$ cat src/rtl/uart_regs_pkg.sv
package uart_regs_pkg;
  localparam int REG_W  = 8;
  localparam int IDX_W  = 3;
  localparam int NREGS  = 1 << IDX_W;

  localparam logic [IDX_W-1:0] IX_DATA = 3'd0;
  localparam logic [IDX_W-1:0] IX_IEN  = 3'd1;
  localparam logic [IDX_W-1:0] IX_IDF  = 3'd2;
  localparam logic [IDX_W-1:0] IX_LCTL = 3'd3;
  localparam logic [IDX_W-1:0] IX_MCTL = 3'd4;
  localparam logic [IDX_W-1:0] IX_LSTS = 3'd5;
  localparam logic [IDX_W-1:0] IX_MSTS = 3'd6;
  localparam logic [IDX_W-1:0] IX_SCR  = 3'd7;

  typedef struct packed {
    logic div_lo;
    logic div_hi;
    logic tx;
    logic ien;
    logic fctl;
    logic lctl;
    logic mctl;
    logic scr;
  } wr_sel_t;

  localparam int SRC_N = 4;
  localparam logic [3:0] ID_NONE = 4'h1;
  localparam logic [3:0] ID_LERR = 4'h6;
  localparam logic [3:0] ID_RXD  = 4'h4;
  localparam logic [3:0] ID_TXE  = 4'h2;
  localparam logic [3:0] ID_MSTS = 4'h0;
endpackage

$ cat src/rtl/uart_addr_decode.sv
module uart_addr_decode
  import uart_regs_pkg::*;
(
  input  logic             req,
  input  logic             we,
  input  logic [IDX_W-1:0] idx,
  input  logic             dlab,
  output wr_sel_t          wsel,
  output logic             rd_data_pop
);
  always_comb begin
    wsel = '0;
    if (req && we) begin
      unique case (idx)
        IX_DATA: begin
          wsel.div_lo = dlab;
          wsel.tx     = !dlab;
        end
        IX_IEN: begin
          wsel.div_hi = dlab;
          wsel.ien    = !dlab;
        end
        IX_IDF:  wsel.fctl = 1'b1;
        IX_LCTL: wsel.lctl = 1'b1;
        IX_MCTL: wsel.mctl = 1'b1;
        IX_SCR:  wsel.scr  = 1'b1;
        default: ;
      endcase
    end
  end

  assign rd_data_pop = req && !we && (idx == IX_DATA) && !dlab;
endmodule

$ cat src/rtl/uart_irq_prio.sv
module uart_irq_prio
  import uart_regs_pkg::*;
(
  input  logic [SRC_N-1:0] enable,
  input  logic             rx_pend,
  input  logic             tx_pend,
  input  logic             err_pend,
  input  logic             ms_pend,
  output logic [3:0]       id,
  output logic             any
);
  logic [SRC_N-1:0] act;

  assign act = enable & {ms_pend, err_pend, tx_pend, rx_pend};
  assign any = |act;

  always_comb begin
    if (act[2])      id = ID_LERR;
    else if (act[0]) id = ID_RXD;
    else if (act[1]) id = ID_TXE;
    else if (act[3]) id = ID_MSTS;
    else             id = ID_NONE;
  end
endmodule

$ cat src/rtl/uart_reg_front.sv
module uart_reg_front
  import uart_regs_pkg::*;
#(
  parameter int BUS_W   = 32,
  parameter int DIV_W   = 16,
  parameter int MCTL_W  = 5,
  parameter int ERR_W   = 4,
  parameter int DIV_RST = 1
) (
  input  logic              clk,
  input  logic              rst,
  input  logic              bus_req,
  input  logic              bus_we,
  input  logic [IDX_W-1:0]  bus_addr,
  input  logic [BUS_W-1:0]  bus_wdata,
  output logic [BUS_W-1:0]  bus_rdata,
  output logic              rd_valid,
  output logic [REG_W-1:0]  tx_data,
  output logic              tx_push,
  input  logic [REG_W-1:0]  rx_data,
  input  logic              rx_avail,
  output logic              rx_pop,
  input  logic              tx_empty,
  input  logic              tx_idle,
  input  logic [ERR_W-1:0]  line_err,
  input  logic [REG_W-1:0]  modem_in,
  output logic [DIV_W-1:0]  divisor,
  output logic [REG_W-1:0]  line_ctl,
  output logic [MCTL_W-1:0] modem_ctl,
  output logic              fifo_en,
  output logic              fifo_deep,
  output logic              rx_clr,
  output logic              tx_clr,
  output logic              irq
);
  localparam int DIV_BYTES = DIV_W / REG_W;
  localparam int PAD_W     = BUS_W - REG_W;
  localparam int DLAB_BIT  = REG_W - 1;

  wr_sel_t          wsel;
  logic             pop_req;
  logic [SRC_N-1:0] ier_q;
  logic [REG_W-1:0] scr_q;
  logic [3:0]       iid;
  logic             irq_any;
  logic [REG_W-1:0] rd_byte;
  logic [REG_W-1:0] lsts;
  logic [REG_W-1:0] wbyte;
  logic             dlab;

  assign wbyte = bus_wdata[REG_W-1:0];
  assign dlab  = line_ctl[DLAB_BIT];

  uart_addr_decode u_dec (
    .req         (bus_req),
    .we          (bus_we),
    .idx         (bus_addr),
    .dlab        (dlab),
    .wsel        (wsel),
    .rd_data_pop (pop_req)
  );

  uart_irq_prio u_irq (
    .enable   (ier_q),
    .rx_pend  (rx_avail),
    .tx_pend  (tx_empty),
    .err_pend (|line_err),
    .ms_pend  (|modem_in[3:0]),
    .id       (iid),
    .any      (irq_any)
  );

  // Divisor bytes, one register per byte lane.
  generate
    for (genvar b = 0; b < DIV_BYTES; b++) begin : g_div
      logic sel;
      if (b == 0) begin : g_lo
        assign sel = wsel.div_lo;
      end else begin : g_hi
        assign sel = wsel.div_hi;
      end
      always_ff @(posedge clk) begin
        if (rst)
          divisor[b*REG_W +: REG_W] <= REG_W'(DIV_RST >> (b*REG_W));
        else if (sel)
          divisor[b*REG_W +: REG_W] <= wbyte;
      end
    end
  endgenerate

  always_ff @(posedge clk) begin
    if (rst) begin
      ier_q     <= '0;
      line_ctl  <= '0;
      modem_ctl <= '0;
      scr_q     <= '0;
      fifo_en   <= 1'b0;
      fifo_deep <= 1'b0;
    end else begin
      if (wsel.ien)  ier_q     <= wbyte[SRC_N-1:0];
      if (wsel.lctl) line_ctl  <= wbyte;
      if (wsel.mctl) modem_ctl <= wbyte[MCTL_W-1:0];
      if (wsel.scr)  scr_q     <= wbyte;
      if (wsel.fctl) begin
        fifo_en   <= wbyte[0];
        fifo_deep <= wbyte[5];
      end
    end
  end

  // Strobes: registered one-cycle pulses.
  always_ff @(posedge clk) begin
    if (rst) begin
      tx_push <= 1'b0;
      tx_data <= '0;
      rx_clr  <= 1'b0;
      tx_clr  <= 1'b0;
      rx_pop  <= 1'b0;
    end else begin
      tx_push <= wsel.tx;
      if (wsel.tx) tx_data <= wbyte;
      rx_clr  <= wsel.fctl && wbyte[1];
      tx_clr  <= wsel.fctl && wbyte[2];
      rx_pop  <= pop_req && rx_avail;
    end
  end

  assign lsts = {|line_err, tx_empty & tx_idle, tx_empty, line_err, rx_avail};

  always_comb begin
    unique case (bus_addr)
      IX_DATA: rd_byte = dlab ? divisor[REG_W-1:0] : (rx_avail ? rx_data : '0);
      IX_IEN:  rd_byte = dlab ? divisor[2*REG_W-1:REG_W] : REG_W'(ier_q);
      IX_IDF:  rd_byte = {fifo_en, fifo_en, 2'b00, iid};
      IX_LCTL: rd_byte = line_ctl;
      IX_MCTL: rd_byte = REG_W'(modem_ctl);
      IX_LSTS: rd_byte = lsts;
      IX_MSTS: rd_byte = modem_in;
      default: rd_byte = scr_q;
    endcase
  end

  always_ff @(posedge clk) begin
    if (rst) begin
      bus_rdata <= '0;
      rd_valid  <= 1'b0;
      irq       <= 1'b0;
    end else begin
      rd_valid <= bus_req && !bus_we;
      if (bus_req && !bus_we) bus_rdata <= {{PAD_W{1'b0}}, rd_byte};
      irq <= irq_any;
    end
  end
endmodule

$ cat config.mk
export PLATFORM = sky130hd
export DESIGN_NAME = uart_reg_front
export DESIGN_NICKNAME = d
export VERILOG_FILES = /design/src/rtl/uart_regs_pkg.sv /design/src/rtl/uart_addr_decode.sv /design/src/rtl/uart_irq_prio.sv /design/src/rtl/uart_reg_front.sv
export SDC_FILE = /design/constraint.sdc
export NUM_CORES = 1
export LEC_CHECK = 0
export ABC_AREA = 1
export BUFFER_PORTS_ARGS = -buffer_cell sky130_fd_sc_hd__buf_2
export CORE_UTILIZATION = 53
export CTS_BUF_LIST = sky130_fd_sc_hd__clkbuf_2 sky130_fd_sc_hd__clkbuf_4 sky130_fd_sc_hd__clkbuf_8
export DETAILED_ROUTE_END_ITERATION = 6
export PLACE_DENSITY_LB_ADDON = 0.25
export SYNTH_ARGS = -nofsm -noshare
export SYNTH_HDL_FRONTEND = slang
export SYNTH_SLANG_ARGS = --single-unit
$ cat constraint.sdc
create_clock -name clk -period 2.36 [get_ports clk]
set_input_delay 0.472 -clock clk [delete_from_list [all_inputs] [get_ports clk]]
set_output_delay 0.472 -clock clk [all_outputs]
set_load 0.02 [all_outputs]
==> Word level (Yosys, flattened, before mapping) <==
Index checks and enable logic that the tools add are counted.
{ "word_totals": {"register_bits": 65, "input_bits": 62, "out_inout_bits": 77, "word_cells": 55} }
{ "op_classes": {"n_eq_ne": 7, "muxes": 17, "bitwise": 2, "reduce_logical": 13} }
{ "op_table": {"columns": ["op", "n"], "rows": [
  ["one-hot mux 8 bit (7 select lines)", 1],
  ["2-to-1 mux 8 bit", 4],
  ["equality test 3 bit (second input constant)", 4],
  ["2-to-1 mux 4 bit", 3],
  ["OR reduction 4 bit", 3],
  ["2-to-1 mux 1 bit", 9],
  ["logical AND 1 bit", 7],
  ["equality test 3 x 2 -> 1 bit (second input constant)", 2],
  ["AND 4 bit", 1],
  ["equality test 3 x 1 -> 1 bit (second input constant)", 1],
  ["zero test 3 bit", 1],
  ["zero test 1 bit", 2],
  ["AND 1 bit", 1]
]} }

==> Depth between registers and ports, before layout <==
{ "logic_depth": {"word_depth": 7, "mapped_depth": 10} }

==> By module <==
Synthesis repeated with hierarchy kept, for this count alone.
{ "unflattened": {"cells_unflattened": 492, "hier_area_um2": 3241.9} }
{ "by_module_without_submodules": {"columns": ["module", "n_inst", "cells_per_inst", "area_each_um2", "seq_area_each_um2"], "rows": [
  ["uart_reg_front", 1, 453, 3062.9, 1301.2],
  ["uart_addr_decode", 1, 25, 103.8, 0.0],
  ["uart_irq_prio", 1, 14, 75.1, 0.0]
]} }

==> Worst setup path after synthesis <==
No wires, ideal clock.
{ "synth_timing": {"path_kind": "input to register", "start": "input port bus_addr[1]", "end": "register bus_rdata[0]", "t_arrival_ns": 1.364, "required_ns": 2.228, "slack_ns": 0.864, "cell_stages": 10, "n_path_buf": 2, "cell_sequence": "buf_4 > nand2_1 > inv_1 > nand2_1 > buf_2 > nand3_1 > nor2_1 > nand3_1 > nand2_1 > a21oi_1"} }
{ "synth_between": {"elab_chain_cells": 2, "word_cells_on_any_way": 8} }
{ "synth_lines": {"columns": ["element", "line_no", "rtl"], "rows": [
  ["from (decl)", "uart_reg_front.sv:14", "input logic [IDX_W-1:0] bus_addr,"],
  ["equality test 3 bit, or another cell as far along", "uart_reg_front.sv:131", "unique case (bus_addr)"],
  ["one-hot mux 8 bit (7 select lines) (*)", "uart_reg_front.sv:131", null],
  ["to (signal assigned)", "uart_reg_front.sv:150", "if (bus_req && !bus_we) bus_rdata <= {{PAD_W{1'b0}}, rd_byte};"],
  ["to (decl)", "uart_reg_front.sv:16", "output logic [BUS_W-1:0] bus_rdata,"]
]} }
Every way passes the cells marked *; elsewhere a longest branch is shown, timed or not.
A chain may end at the register's enable or synchronous reset.

==> Final worst setup path <==
{ "layout_timing": {"start": "input port bus_addr[2]", "end": "register divisor[2]"} }
{ "layout_between": {"elab_chain_cells": 3} }
{ "layout_lines": {"columns": ["element", "line_no", "rtl"], "rows": [
  ["zero test 3 bit", "uart_addr_decode.sv:14", "unique case (idx)"],
  ["2-to-1 mux 1 bit", "uart_addr_decode.sv:14", null],
  ["2-to-1 mux 8 bit", "uart_addr_decode.sv:13", "if (req && we) begin"],
  ["to (signal, indexed assignment)", "uart_reg_front.sv:84", "divisor[b*REG_W +: REG_W] <= REG_W'(DIV_RST >> (b*REG_W));"],
  ["to (signal, indexed assignment)", "uart_reg_front.sv:86", "divisor[b*REG_W +: REG_W] <= wbyte;"],
  ["to (decl)", "uart_reg_front.sv:27", "output logic [DIV_W-1:0] divisor,"]
]} }
Every way passes these cells.

==> results.md <==
* Horizontal die dimension at 79.1 µm
* Leakage power summed over all cells at 1.90 nW
* Max Root-Sink Buffers at 2
* Max Cap Violations at 0
* Port bufs at 90
* Crit path time final at 1.77 ns
* IO Count at between 100 and 150
* Via density per instance at roughly 5.3
* Combinational cell fraction of total power at roughly an eighth
* Worst hold path depth at 3
* Crit path setup slack, layout at between 0.5 and 0.6 ns
* Sum of overflow across all layers after global routing at 0
* Share of layout cells above drive strength 1 at between 20% and 30%
* Core Area at between 0.005 and 0.006 mm²
* First-pass GRT wire length at roughly 14000 µm
* Setup Crit Path Kind: input port to flop
* Global placer's final weighted congestion at ~0.9
* Post-Route M1 WL at approximately 3900 µm
* Detail Route met3 WL at a little under 900 µm
* Number of storage elements in the synthesis netlist at 65
* Number of gates resized after CTS at 0
* Largest driver fanout on the critical path at 23
* Number of vias in the routed layout at approximately 3400
* R2R depth at 6
* Proportion of power drawn by the clock network at about two fifths
* Setup slack, reg-to-reg at 0.83 ns
* Worst Path Arrival at roughly 2 ns
* Total Nets Final at 619
* Cell Pwr Density at 626 mW/mm²
* Initial core utilization at a little under three fifths
* Most instantiated library cell after synthesis: nor2_1
* Clock Tree Root: clkbuf_8
* RSZ-0062 raised after global routing: false
* Number of DRC markers in iteration 0 at between 300 and 400
* Final clock skew at between 0.004 and 0.005 ns
* Total of endpoints with negative setup slack in the final report at 0
* Synthesized instance count at 470
* Drt wl/cell at between 10 and 15 µm
* CTS tree: built
* Post-route DRC violation count at 0
* Synthesis Warnings at 0
* End of the worst register-to-register path: tx_data[1]
* Met2 routed wirelength at between 4000 and 5000 µm
* Die height at 79.1 µm
* Slew margin rel. at about two thirds
* Result of the run: finished, final reports clean
* Layout overhead on the synthesized area at 19.5%
* Rows at 27
* Number of different library cells in the post-synthesis netlist at 18
* Part of the total power dissipated in sequential elements at a little under half
* Number of buffers added by the clock tree synthesis step at 9
* Share of async-settable or async-resettable flops after synthesis at 0%
* Initial antenna violation count at 0
* Overall die area at 0.00626 mm²
* Number of antenna-violating nets in the routed design at 0
* Reported net switching power at 0.639 mW
* Number of levels in the clock H-tree at 3
* Uppermost layer routed: met4
* Syn_area_per_cell at roughly 6.7 µm²
* Leading cell types by total area after synthesis: dfxtp_1 41%, nor2_1 12%, nand2_1 11%, o21ai_0 8.3%, buf_4 6.4%
* Total clock sinks at 65
* Origin of the critical flop-to-flop path: line_ctl[7]
* Most used flip-flop cell after synthesis: dfxtp_1
* Switch share at between 20% and 30%
* Final hold vios at 0
* CTS hold repair buffers at 0
* Final cycle utilization of the critical path at between 70% and 80%
* Total standard cell area after synthesis at ~0.0032 mm²
* Internal Pwr Total at 1.72 mW
* List of most frequent post-synthesis cells: 101 x nor2_1, 90 x nand2_1, 65 x dfxtp_1, 52 x o21ai_0, 32 x a21oi_1
* Startpoint class of the critical path: input port
* Post-DP HPWL at around 6600 µm
* Setup slack after placement at roughly 0.38 ns
* All-layer global routing usage at between 20% and 30%
* # Post-CTS Setup Buffers at 0
* Worst-skew pair later-pin latency at between 0.3 and 0.4 ns
* Hold path startpoint: bus_wdata[1]
* Slew Viols, Final at 0
* Worst min-delay path category: input port to flop
* Overall routed net length at just over 9000 µm
* Via count of the first global-routing pass at around 2900
* Required time at the worst-slack endpoint at between 2 and 3 ns
* Maximum clock frequency at approximately 0.57 GHz
* TNS Setup at 0 ns
* Clock Pin Slew Worst Setup and Hold Paths at approximately 0.070 ns
* Slew at the pin with the worst max-slew slack at approximately 0.5 ns
* Register area share after synthesis at between 40% and 50%
* Largest area contributor in the synthesized netlist: dfxtp_1
* Post-synth top area share at 41.3%
* Iteration count of the initial detailed-routing pass at 5
* Hold Path Sink: modem_ctl[1]
* Count of flip-flops with a built-in enable after synthesis at 0
* Critical path endpoint category: flop
* ANT cells at 0
* Worst voltage drop across the vdd grid at a little under 400 µV
* Pin count of the biggest net entering global routing at 32
-- state kept, by name (all words and copies together), names as in the netlist --
register / flops
tx_push: 1
line_ctl: 8
irq: 1
scr_q: 8
divisor: 16
bus_rdata: 8
rx_pop: 1
rd_valid: 1
modem_ctl: 5
tx_clr: 1
fifo_en: 1
tx_data: 8
fifo_deep: 1
rx_clr: 1
ier_q: 4
-- power by group through the flow --
| stage | clock [mW] | combinational (mW) | sequential (mW) |
|---|---|---|---|
| after floorplan | 0 | 0.185 | 1.17 |
| after global placement | 0 | 0.269 | 1.15 |
| after detailed placement | 0 | 0.270 | 1.15 |
| after CTS | 0.957 | 0.272 | 1.13 |
| after global routing | 1.01 | 0.302 | 1.13 |
| final | 0.952 | 0.277 | 1.13 |
-- layer usage --
| layer | vias to the layer above | GRT usage [%] |
|---|---|---|
| met5 | - | 0 |
| met4 | 0 | 10.2 |
| met3 | 17 | 6.09 |
| met2 | 202 | 46.7 |
| met1 | 1509 | 39.8 |
| li1 | 1657 | - |
-- cells by family after synthesis --
kind of cell	Yosys count	synth area share, %
buffers and inverters	72	12.0
DFF	65	41.3
and+or+nand+nor	248	33.2
other	1	0.119
AOI/OAI and AO/OA	84	13.3
-- placed cells by master (no fill, tap or decap), drive strengths merged --
cell type  instances
a21oi             32
clkinv             3
nor3               4
nor2             106
dfxtp             65
bufinv             1
buf               96
nand4             16
clkbuf            11
nand3b             1
o21ai             52
clkinvlp           2
inv               28
nand2             90
conb              24
nand3             31
-- through the flow --
step	cell area [µm²]	hold WS, ns	utilization (%)	power, mW	cells
4_1_cts	3760	0.411	67.1	2.36	634
3_3_place_gp	3560	0.446	63.6	1.42	618
6_report	3760	0.417	67.1	2.36	634
5_1_grt	3760	0.408	67.1	2.45	634
2_1_floorplan	3240	0.430	-	1.35	493
3_5_place_dp	3560	0.448	63.6	1.42	618
-- worst max path at each step --
stage | endpoint | start | slack [ns]
final | divisor[2] | bus_addr[2] | 0.59
after global routing | divisor[2] | bus_addr[2] | 0.47
after CTS | divisor[2] | bus_addr[2] | 0.64
after detailed placement | tx_data[1] | bus_addr[2] | 0.38
after global placement | divisor[2] | bus_addr[2] | 0.41
after floorplan | bus_rdata[0] | bus_addr[1] | 0.86
-- cell type report --
cell class              count  area, µm²
repair buffers             96        508
fillers                   525       1840
flip-flops and latches     65       1300
clock buffers              11        145
clock inverters             5       55.1
multi-input cells         356       1560
inverters                  29        109
well taps                  72       90.1
-- worst max-delay path, stage by stage --
cell and delay, ns:
buf_2 0.34, inv_1 0.28, nand2_1 0.15, nor2_2 0.06
nand2_1 0.21, inv_2 0.14, o21ai_0 0.23, a21oi_1 0.08
(Power assumes the default switching activity.)
